==> config.mk <==
export PLATFORM = sky130hd
export DESIGN_NAME = spi_mem_engine
export DESIGN_NICKNAME = d
export VERILOG_FILES = /design/src/rtl/spi_mem_pkg.sv /design/src/rtl/spi_pin_sync.sv /design/src/rtl/spi_mem_cmd.sv /design/src/rtl/spi_mem_engine.sv
export SDC_FILE = /design/constraint.sdc
export NUM_CORES = 1
export LEC_CHECK = 0
export BUFFER_PORTS_ARGS = -buffer_cell sky130_fd_sc_hd__clkbuf_2
export CORE_MARGIN = 10
export CORE_UTILIZATION = 45
export CTS_BUF_LIST = sky130_fd_sc_hd__clkbuf_16
export CTS_CLUSTER_SIZE = 14
export DETAILED_ROUTE_END_ITERATION = 12
export GPL_ROUTABILITY_DRIVEN = 0
export PLACE_DENSITY = 0.67
export SLEW_MARGIN = 30
export SYNTH_ARGS = -nofsm -noshare
export SYNTH_HDL_FRONTEND = slang
export SYNTH_SLANG_ARGS = --single-unit
==> constraint.sdc <==
create_clock -name clk -period 2 [get_ports clk]
set_input_delay 0.4 -clock clk [delete_from_list [all_inputs] [get_ports clk]]
set_output_delay 0.4 -clock clk [all_outputs]
set_load 0.005 [all_outputs]
==> src/rtl/spi_mem_pkg.sv <==
package spi_mem_pkg;

    typedef enum logic [3:0] {
        ST_OPC,
        ST_ADDR,
        ST_DUMMY,
        ST_RDATA,
        ST_WDATA,
        ST_WSR,
        ST_STAT,
        ST_ID,
        ST_IDLE
    } eng_state_t;

    localparam logic [7:0] OP_LATCH_ON  = 8'h06;
    localparam logic [7:0] OP_LATCH_OFF = 8'h04;
    localparam logic [7:0] OP_STAT_GET  = 8'h05;
    localparam logic [7:0] OP_STAT_PUT  = 8'h01;
    localparam logic [7:0] OP_MEM_GET   = 8'h03;
    localparam logic [7:0] OP_MEM_PUT   = 8'h02;
    localparam logic [7:0] OP_IDENT     = 8'h9F;
    localparam logic [7:0] OP_MEM_FAST  = 8'h0B;

    localparam logic [31:0] IDENT_WORD  = 32'h047F_0509;

endpackage

==> src/rtl/spi_pin_sync.sv <==
module spi_pin_sync #(
    parameter int STAGES = 2
) (
    input  logic clk,
    input  logic rst_n,
    input  logic sck_in,
    input  logic csn_in,
    input  logic si_in,
    output logic sck_lvl,
    output logic sck_rise,
    output logic sck_fall,
    output logic cs_act,
    output logic cs_end,
    output logic si_lvl
);
    localparam int LAST = STAGES - 1;

    typedef struct packed {
        logic [STAGES-1:0] sck;
        logic [STAGES-1:0] csn;
        logic [STAGES-1:0] si;
        logic              sck_prev;
        logic              csn_prev;
    } sync_t;

    sync_t q, d;

    always_comb begin
        d          = q;
        d.sck      = {q.sck[STAGES-2:0], sck_in};
        d.csn      = {q.csn[STAGES-2:0], csn_in};
        d.si       = {q.si[STAGES-2:0], si_in};
        d.sck_prev = q.sck[LAST];
        d.csn_prev = q.csn[LAST];
    end

    always_ff @(posedge clk or negedge rst_n) begin
        if (!rst_n) begin
            q          <= '0;
            q.csn      <= '1;
            q.csn_prev <= 1'b1;
        end else begin
            q <= d;
        end
    end

    assign sck_lvl  = q.sck[LAST];
    assign sck_rise = q.sck[LAST] & ~q.sck_prev;
    assign sck_fall = ~q.sck[LAST] & q.sck_prev;
    assign cs_act   = ~q.csn[LAST];
    assign cs_end   = q.csn[LAST] & ~q.csn_prev;
    assign si_lvl   = q.si[LAST];

endmodule

==> src/rtl/spi_mem_cmd.sv <==
module spi_mem_cmd
    import spi_mem_pkg::*;
#(
    parameter int ADDR_W = 15,
    parameter logic [31:0] ID_WORD = IDENT_WORD
) (
    input  logic              clk,
    input  logic              rst_n,
    input  logic              sck_lvl,
    input  logic              sck_rise,
    input  logic              sck_fall,
    input  logic              cs_act,
    input  logic              cs_end,
    input  logic              si_lvl,
    output logic              so,
    output logic              so_oe,
    output logic [ADDR_W-1:0] mem_addr,
    output logic              mem_rd,
    input  logic [7:0]        mem_rdata,
    output logic              mem_wr,
    output logic [7:0]        mem_wdata,
    input  logic              wr_grant,
    input  logic [7:0]        stat_in,
    input  logic              stat_grant,
    output logic              stat_wr,
    output logic [7:0]        stat_wdata,
    output logic              wel_set,
    output logic              wel_clr
);
    localparam int HI_W = ADDR_W - 8;

    typedef struct packed {
        eng_state_t        st;
        logic [2:0]        bit_idx;
        logic              addr_lo;
        logic [6:0]        sh;
        logic [ADDR_W-1:0] addr;
        logic [31:0]       tx;
        logic              so;
        logic              oe;
        logic              fast;
        logic              wr_cmd;
        logic              cpol;
        logic              rise_seen;
        logic              mem_rd;
        logic              mem_wr;
        logic [7:0]        wdata;
        logic              load;
        logic              adv;
        logic              st_wr;
        logic [7:0]        st_wdata;
        logic              wel_set;
        logic              wel_clr;
    } eng_t;

    eng_t q, d;
    logic [7:0] rx_byte;
    logic       out_phase;

    assign rx_byte   = {q.sh, si_lvl};
    assign out_phase = (q.st == ST_RDATA) || (q.st == ST_STAT) || (q.st == ST_ID);

    always_comb begin
        d         = q;
        d.mem_rd  = 1'b0;
        d.mem_wr  = 1'b0;
        d.st_wr   = 1'b0;
        d.wel_set = 1'b0;
        d.wel_clr = 1'b0;
        d.adv     = 1'b0;
        d.load    = q.mem_rd;
        if (q.load) d.tx = {mem_rdata, 24'h0};
        if (q.adv)  d.addr = q.addr + 1'b1;

        if (!cs_act) begin
            d.st        = ST_OPC;
            d.bit_idx   = '0;
            d.addr_lo   = 1'b0;
            d.oe        = 1'b0;
            d.fast      = 1'b0;
            d.wr_cmd    = 1'b0;
            d.rise_seen = 1'b0;
            d.load      = 1'b0;
            d.cpol      = sck_lvl;
            if (cs_end && q.wr_cmd) d.wel_clr = 1'b1;
        end else if (sck_rise) begin
            d.rise_seen = 1'b1;
            d.sh        = rx_byte[6:0];
            d.bit_idx   = q.bit_idx + 1'b1;
            if (q.bit_idx == 3'd7) begin
                case (q.st)
                    ST_OPC: begin
                        case (rx_byte)
                            OP_LATCH_ON:  begin d.wel_set = 1'b1; d.st = ST_IDLE; end
                            OP_LATCH_OFF: begin d.wel_clr = 1'b1; d.st = ST_IDLE; end
                            OP_STAT_GET:  begin d.tx = {stat_in, 24'h0}; d.st = ST_STAT; end
                            OP_STAT_PUT:  begin d.wr_cmd = 1'b1; d.st = ST_WSR; end
                            OP_MEM_GET:   d.st = ST_ADDR;
                            OP_MEM_FAST:  begin d.fast = 1'b1; d.st = ST_ADDR; end
                            OP_MEM_PUT:   begin d.wr_cmd = 1'b1; d.st = ST_ADDR; end
                            OP_IDENT:     begin d.tx = ID_WORD; d.st = ST_ID; end
                            default:      d.st = ST_IDLE;
                        endcase
                    end
                    ST_ADDR: begin
                        if (!q.addr_lo) begin
                            d.addr    = {rx_byte[HI_W-1:0], q.addr[7:0]};
                            d.addr_lo = 1'b1;
                        end else begin
                            d.addr = {q.addr[ADDR_W-1:8], rx_byte};
                            if (q.wr_cmd) begin
                                d.st = ST_WDATA;
                            end else if (q.fast) begin
                                d.st = ST_DUMMY;
                            end else begin
                                d.st     = ST_RDATA;
                                d.mem_rd = 1'b1;
                            end
                        end
                    end
                    ST_DUMMY: begin
                        d.st     = ST_RDATA;
                        d.mem_rd = 1'b1;
                    end
                    ST_RDATA: begin
                        d.addr   = q.addr + 1'b1;
                        d.mem_rd = 1'b1;
                    end
                    ST_WDATA: begin
                        d.mem_wr = wr_grant;
                        d.wdata  = rx_byte;
                        d.adv    = 1'b1;
                    end
                    ST_WSR: begin
                        d.st_wr    = stat_grant;
                        d.st_wdata = {rx_byte[7:2], 2'b00};
                        d.st       = ST_IDLE;
                    end
                    ST_STAT: d.tx = {stat_in, 24'h0};
                    default: ;
                endcase
            end
        end else if (sck_fall && (q.rise_seen || !q.cpol)) begin
            if (out_phase) begin
                d.oe = 1'b1;
                d.so = q.tx[31];
                d.tx = {q.tx[30:0], q.tx[0]};
            end
        end
    end

    always_ff @(posedge clk or negedge rst_n) begin
        if (!rst_n) q <= '0;
        else        q <= d;
    end

    assign so         = q.so;
    assign so_oe      = q.oe;
    assign mem_addr   = q.addr;
    assign mem_rd     = q.mem_rd;
    assign mem_wr     = q.mem_wr;
    assign mem_wdata  = q.wdata;
    assign stat_wr    = q.st_wr;
    assign stat_wdata = q.st_wdata;
    assign wel_set    = q.wel_set;
    assign wel_clr    = q.wel_clr;

    assert_hiz_deselect_R9: assert property (@(posedge clk) disable iff (!rst_n)
        !cs_act |=> !so_oe);
    assert_hiz_opcode_R9: assert property (@(posedge clk) disable iff (!rst_n)
        (q.st == ST_OPC) |-> !so_oe);
    assert_no_access_in_opcode_R2: assert property (@(posedge clk) disable iff (!rst_n)
        (q.st == ST_OPC) |-> !(mem_wr || mem_rd || stat_wr || wel_set));
    assert_wr_granted_R6: assert property (@(posedge clk) disable iff (!rst_n)
        mem_wr |-> $past(wr_grant));
    assert_wr_advance_R6: assert property (@(posedge clk) disable iff (!rst_n)
        mem_wr |=> (mem_addr == $past(mem_addr) + 1'b1));
    assert_stat_granted_R10: assert property (@(posedge clk) disable iff (!rst_n)
        stat_wr |-> $past(stat_grant));

endmodule

==> src/rtl/spi_mem_engine.sv <==
module spi_mem_engine
    import spi_mem_pkg::*;
#(
    parameter int ADDR_W      = 15,
    parameter int SYNC_STAGES = 2
) (
    input  logic              clk,
    input  logic              rst_n,
    input  logic              spi_sck,
    input  logic              spi_cs_n,
    input  logic              spi_si,
    output logic              spi_so,
    output logic              spi_so_oe,
    output logic [ADDR_W-1:0] mem_addr,
    output logic              mem_rd,
    input  logic [7:0]        mem_rdata,
    output logic              mem_wr,
    output logic [7:0]        mem_wdata,
    input  logic              wr_grant,
    input  logic [7:0]        stat_in,
    input  logic              stat_grant,
    output logic              stat_wr,
    output logic [7:0]        stat_wdata,
    output logic              wel_set,
    output logic              wel_clr
);
    logic sck_lvl, sck_rise, sck_fall, cs_act, cs_end, si_lvl;

    spi_pin_sync #(.STAGES(SYNC_STAGES)) u_sync (
        .clk      (clk),
        .rst_n    (rst_n),
        .sck_in   (spi_sck),
        .csn_in   (spi_cs_n),
        .si_in    (spi_si),
        .sck_lvl  (sck_lvl),
        .sck_rise (sck_rise),
        .sck_fall (sck_fall),
        .cs_act   (cs_act),
        .cs_end   (cs_end),
        .si_lvl   (si_lvl)
    );

    spi_mem_cmd #(.ADDR_W(ADDR_W), .ID_WORD(IDENT_WORD)) u_cmd (
        .clk        (clk),
        .rst_n      (rst_n),
        .sck_lvl    (sck_lvl),
        .sck_rise   (sck_rise),
        .sck_fall   (sck_fall),
        .cs_act     (cs_act),
        .cs_end     (cs_end),
        .si_lvl     (si_lvl),
        .so         (spi_so),
        .so_oe      (spi_so_oe),
        .mem_addr   (mem_addr),
        .mem_rd     (mem_rd),
        .mem_rdata  (mem_rdata),
        .mem_wr     (mem_wr),
        .mem_wdata  (mem_wdata),
        .wr_grant   (wr_grant),
        .stat_in    (stat_in),
        .stat_grant (stat_grant),
        .stat_wr    (stat_wr),
        .stat_wdata (stat_wdata),
        .wel_set    (wel_set),
        .wel_clr    (wel_clr)
    );

endmodule

==> reports/summary.md <==
• **number of antenna violations at the first check in global routing** 0
• **clock tree from TritonCTS** built
• **average cell area after synthesis** 10.2 um^2
• **Buffers & Inverters on Critical Path** 0
• **post-DP HPWL** 8940 um
• **register cell area after layout** 0.00244 mm^2
• **type of the setup path with the least slack** reg -> reg
• **final setup violating endpoints** 7
• **number of buffers on the longest clock path** 2
• **die area** 0.0159 mm^2
• **cell area power density** 702 mW/mm^2
• **dpl ws** -0.152 ns
• **Min-Delay Path Depth** 1
• **number of nets still failing antenna checks after routing** 0
• **final cycle utilization of the critical path** 101%
• **CP top delay family** compound AO/OA/AOI/OAI gates
• **global routing's busiest layer** met2
• **number of vias in the routed layout** 4212
• **maximum operating frequency** 493 MHz
• **Syn. warnings** 0
• **worst flop-to-flop path endpoint** u_cmd.mem_addr[5]
• **H-Tree Level Count** 3
• **run status** finished with violations
• **number of rows in the core area** 38
• **launching point of the worst reg2reg path** u_cmd.q[85]
• **root buf cell** clkbuf_16
• **average wire per cell in the routed design** 17.9 um
• **effective utilization at floorplan** 46.3%
• **Worst Hold End** u_sync.d[5]
• **async set-or-reset flop fraction in the synthesized netlist** 100%
• **Clock Skews** 0.00824 ns
• **Total Neg Setup Slack** -0.123 ns
• **flop-to-flop setup slack** -0.03 ns
• **via count of the first global-routing pass** 4105
• **number of diodes added for antenna fixing** 0
• **pins over their slew limit** 0
• **Main synth FF type** dfrtp_1
• **share of final-layout standard cells stronger than drive strength 1** 37.0%
• **violations in the final reports** setup timing
• **delay contributed by the slowest stage of the critical path** 0.36 ns
• **clock sink count** 97
• **largest fanout of any net on the critical path** 6
• **Worst EP arrival** 2.26 ns
• **Detailed Route Iter0 Violations** 364
• **data required time at the worst endpoint** 2.23 ns
• **largest net degree at the start of global routing** 57
• **Layout fillers** 914
• **wire length of the first global-routing pass** 20800 um
• **aggregate global-route resource usage** 15.8%
• **cells traversed along the worst timing path** ha_2 > ha_4 > and4bb_4 > and3_4 > o21ai_2 > o311a_1 > a211o_1
• **number of maximum-capacitance violations** 0
• **number of different library cells in the post-synthesis netlist** 76
• **sequential fraction of the synthesis area** 48.0%
• **IO buf count** 58
• **number of placed I/O pins** 61
• **total DRC errors in the routed layout** 0
• **total area of multi-input combinational cells** 0.00246 mm^2
• **drt via density** 5.75
• **Die H** 126 um
• **slew of the pin with the lowest slew margin** 0.564 ns
• **number of synthesized register bits** 97
• **GR Overflow Total** 0
• **Final Net Count** 614
• **Die W** 126 um
• **highest-count cells in the layout ignoring fill and taps** dfrtp_1, buf_4, clkbuf_2
• **Fin. Hold Viols** 0
• **post-synthesis to final-layout area growth** 25.5%
• **number of synthesized flops with an enable pin** 0
• **Max IR drop VDD** 444 uV
• **clock slew seen by the registers of the worst setup and hold paths** 0.07 ns
• **worst hold-check path type** in -> reg
• **synthesized instance count** 498
• **synthesized area** 0.00507 mm^2
• **leakage** 2.99 nW
• **Worst Reg2Reg Path Length in Cells** 7
• **met1 Resource Use GR** 19.8%
• **RSZ-0062 raised after global routing** yes
• **relative slew slack** 62.4%
• **met2 usage in global routing** 25.1%
• **leading cell type in the layout, fill and taps excluded** dfrtp_1
• **met3 Use GR** 2.98%
• **area of the core region** 0.0109 mm^2
• **hold_sp** spi_cs_n
• **clock buffers created by TritonCTS** 9
• **Critical Path End Type** register
• **Clock Latency Late Sink** 0.34 ns
• **wire length reported by the detailed router** 13100 um
• **worst setup slack after layout** -0.0294 ns
• **Pre-antenna DRT Iters** 5
• **time the worst path needs with I/O delays and setup** 2.03 ns
• **highest-delay cell along the critical path** dfrtp_1
• **Critical Path Source Type** register
[cell usage after synthesis, types with 4 or more instances]
cell / instances / area share (%)
nand3_1: 8 / 0.79
nand2_1: 54 / 4.0
clkbuf_1: 12 / 0.89
xnor2_1: 4 / 0.69
buf_4: 31 / 4.6
and2_1: 5 / 0.62
nand4_1: 5 / 0.62
mux2_2: 21 / 4.7
a31oi_1: 4 / 0.49
a21o_1: 11 / 1.6
dfrtp_1: 94 / 46
inv_1: 7 / 0.52
a221o_1: 5 / 0.99
nor3b_1: 4 / 0.59
nor2_1: 30 / 2.2
o211ai_1: 5 / 0.74
a21oi_1: 24 / 2.4
buf_2: 10 / 0.99
nand2b_1: 23 / 2.8
o21ai_0: 31 / 3.1
and3_1: 7 / 0.86
nor3_1: 6 / 0.59
mux2i_1: 8 / 1.6
a22oi_1: 8 / 1.2
nor2b_1: 7 / 0.86
[power breakdown]
part | total (W) | internal [W] | switching (W)
logic | 0.000676 | 0.000293 | 0.000382
clock network | 0.00169 | 0.000955 | 0.000732
registers | 0.00210 | 0.00203 | 0.0000684
total | 0.00446 | 0.00328 | 0.00118
[logic make-up after synthesis]
family | Yosys count | share of synthesized area [%]
multiplexers | 30 | 6.47
adder cells (fa/ha/maj) | 3 | 0.741
flip-flops | 97 | 48.0
AO/OA/AOI/OAI | 119 | 16.2
AND/OR/NAND/NOR | 177 | 19.9
buffers and inverters | 65 | 7.58
other | 1 | 0.0740
XOR/XNOR | 6 | 1.04
[routing by layer]
layer	vias up	share of wire, %
met5	-	0
met4	0	2.3
met3	21	4.2
met2	131	49
met1	2119	44
li1	1941	-
[registers in the layout, summed over array words and instances (netlist names), 2 cells and up]
signal / flops
u_cmd.mem_addr: 15
u_cmd.mem_wdata: 8
u_cmd.q: 53
u_cmd.stat_wdata: 6
u_sync.d: 4
u_sync.q: 2
[worst max-delay path by stage]
stage          cells after the start         from                  to  slack, ns
6_report                           7  u_cmd.q[85]   u_cmd.mem_addr[5]      -0.03
5_1_grt                            9  u_cmd.q[84]         u_cmd.q[48]      -0.11
4_1_cts                            8  u_cmd.q[85]         u_cmd.q[51]      -0.03
3_5_place_dp                       8  u_cmd.q[84]         u_cmd.q[58]      -0.15
3_3_place_gp                       7  u_cmd.q[84]         u_cmd.q[29]      -0.08
2_1_floorplan                      7  u_cmd.q[84]  u_cmd.mem_addr[13]     0.0004
[area by class of cell]
| class | instances | area share, % |
|---|---|---|
| Inverter | 7 | 0.413 |
| Sequential cell | 97 | 38.3 |
| Timing Repair Buffer | 136 | 15.4 |
| Multi-Input combinational cell | 337 | 38.7 |
| Tap cell | 140 | 2.75 |
| Clock inverter | 6 | 0.945 |
| Clock buffer | 9 | 3.54 |
[worst register-to-register path: stages, from the launching register on]
cell and delay [ns]:
dfrtp_1 0.36, ha_2 0.19, ha_4 0.13, and4bb_4 0.31, and3_4 0.26, o21ai_2 0.08, o311a_1 0.31, a211o_1 0.28
[timing repair]
action	CTS	global route
pin swaps	6	15
hold buffers	1	0
endpoints found under the hold margin	25	0
setup endpoints to repair	51	61
resized for setup	10	54
setup buffers	2	17
cloned	1	1
[through the flow]
step / hold WS [ns] / utilization [%] / instances / cell area [um^2] / total power [W]
floorplan: 0.104 / - / 499 / 5070 / 0.00243
global placement: 0.333 / 51.7 / 696 / 5650 / 0.00271
detailed placement: 0.335 / 51.7 / 696 / 5650 / 0.00274
CTS: 0.124 / 55.2 / 715 / 6030 / 0.00443
global route: 0.127 / 58.1 / 732 / 6360 / 0.00465
finish: 0.134 / 58.1 / 732 / 6360 / 0.00446
Power figures use the tool's default switching activity.
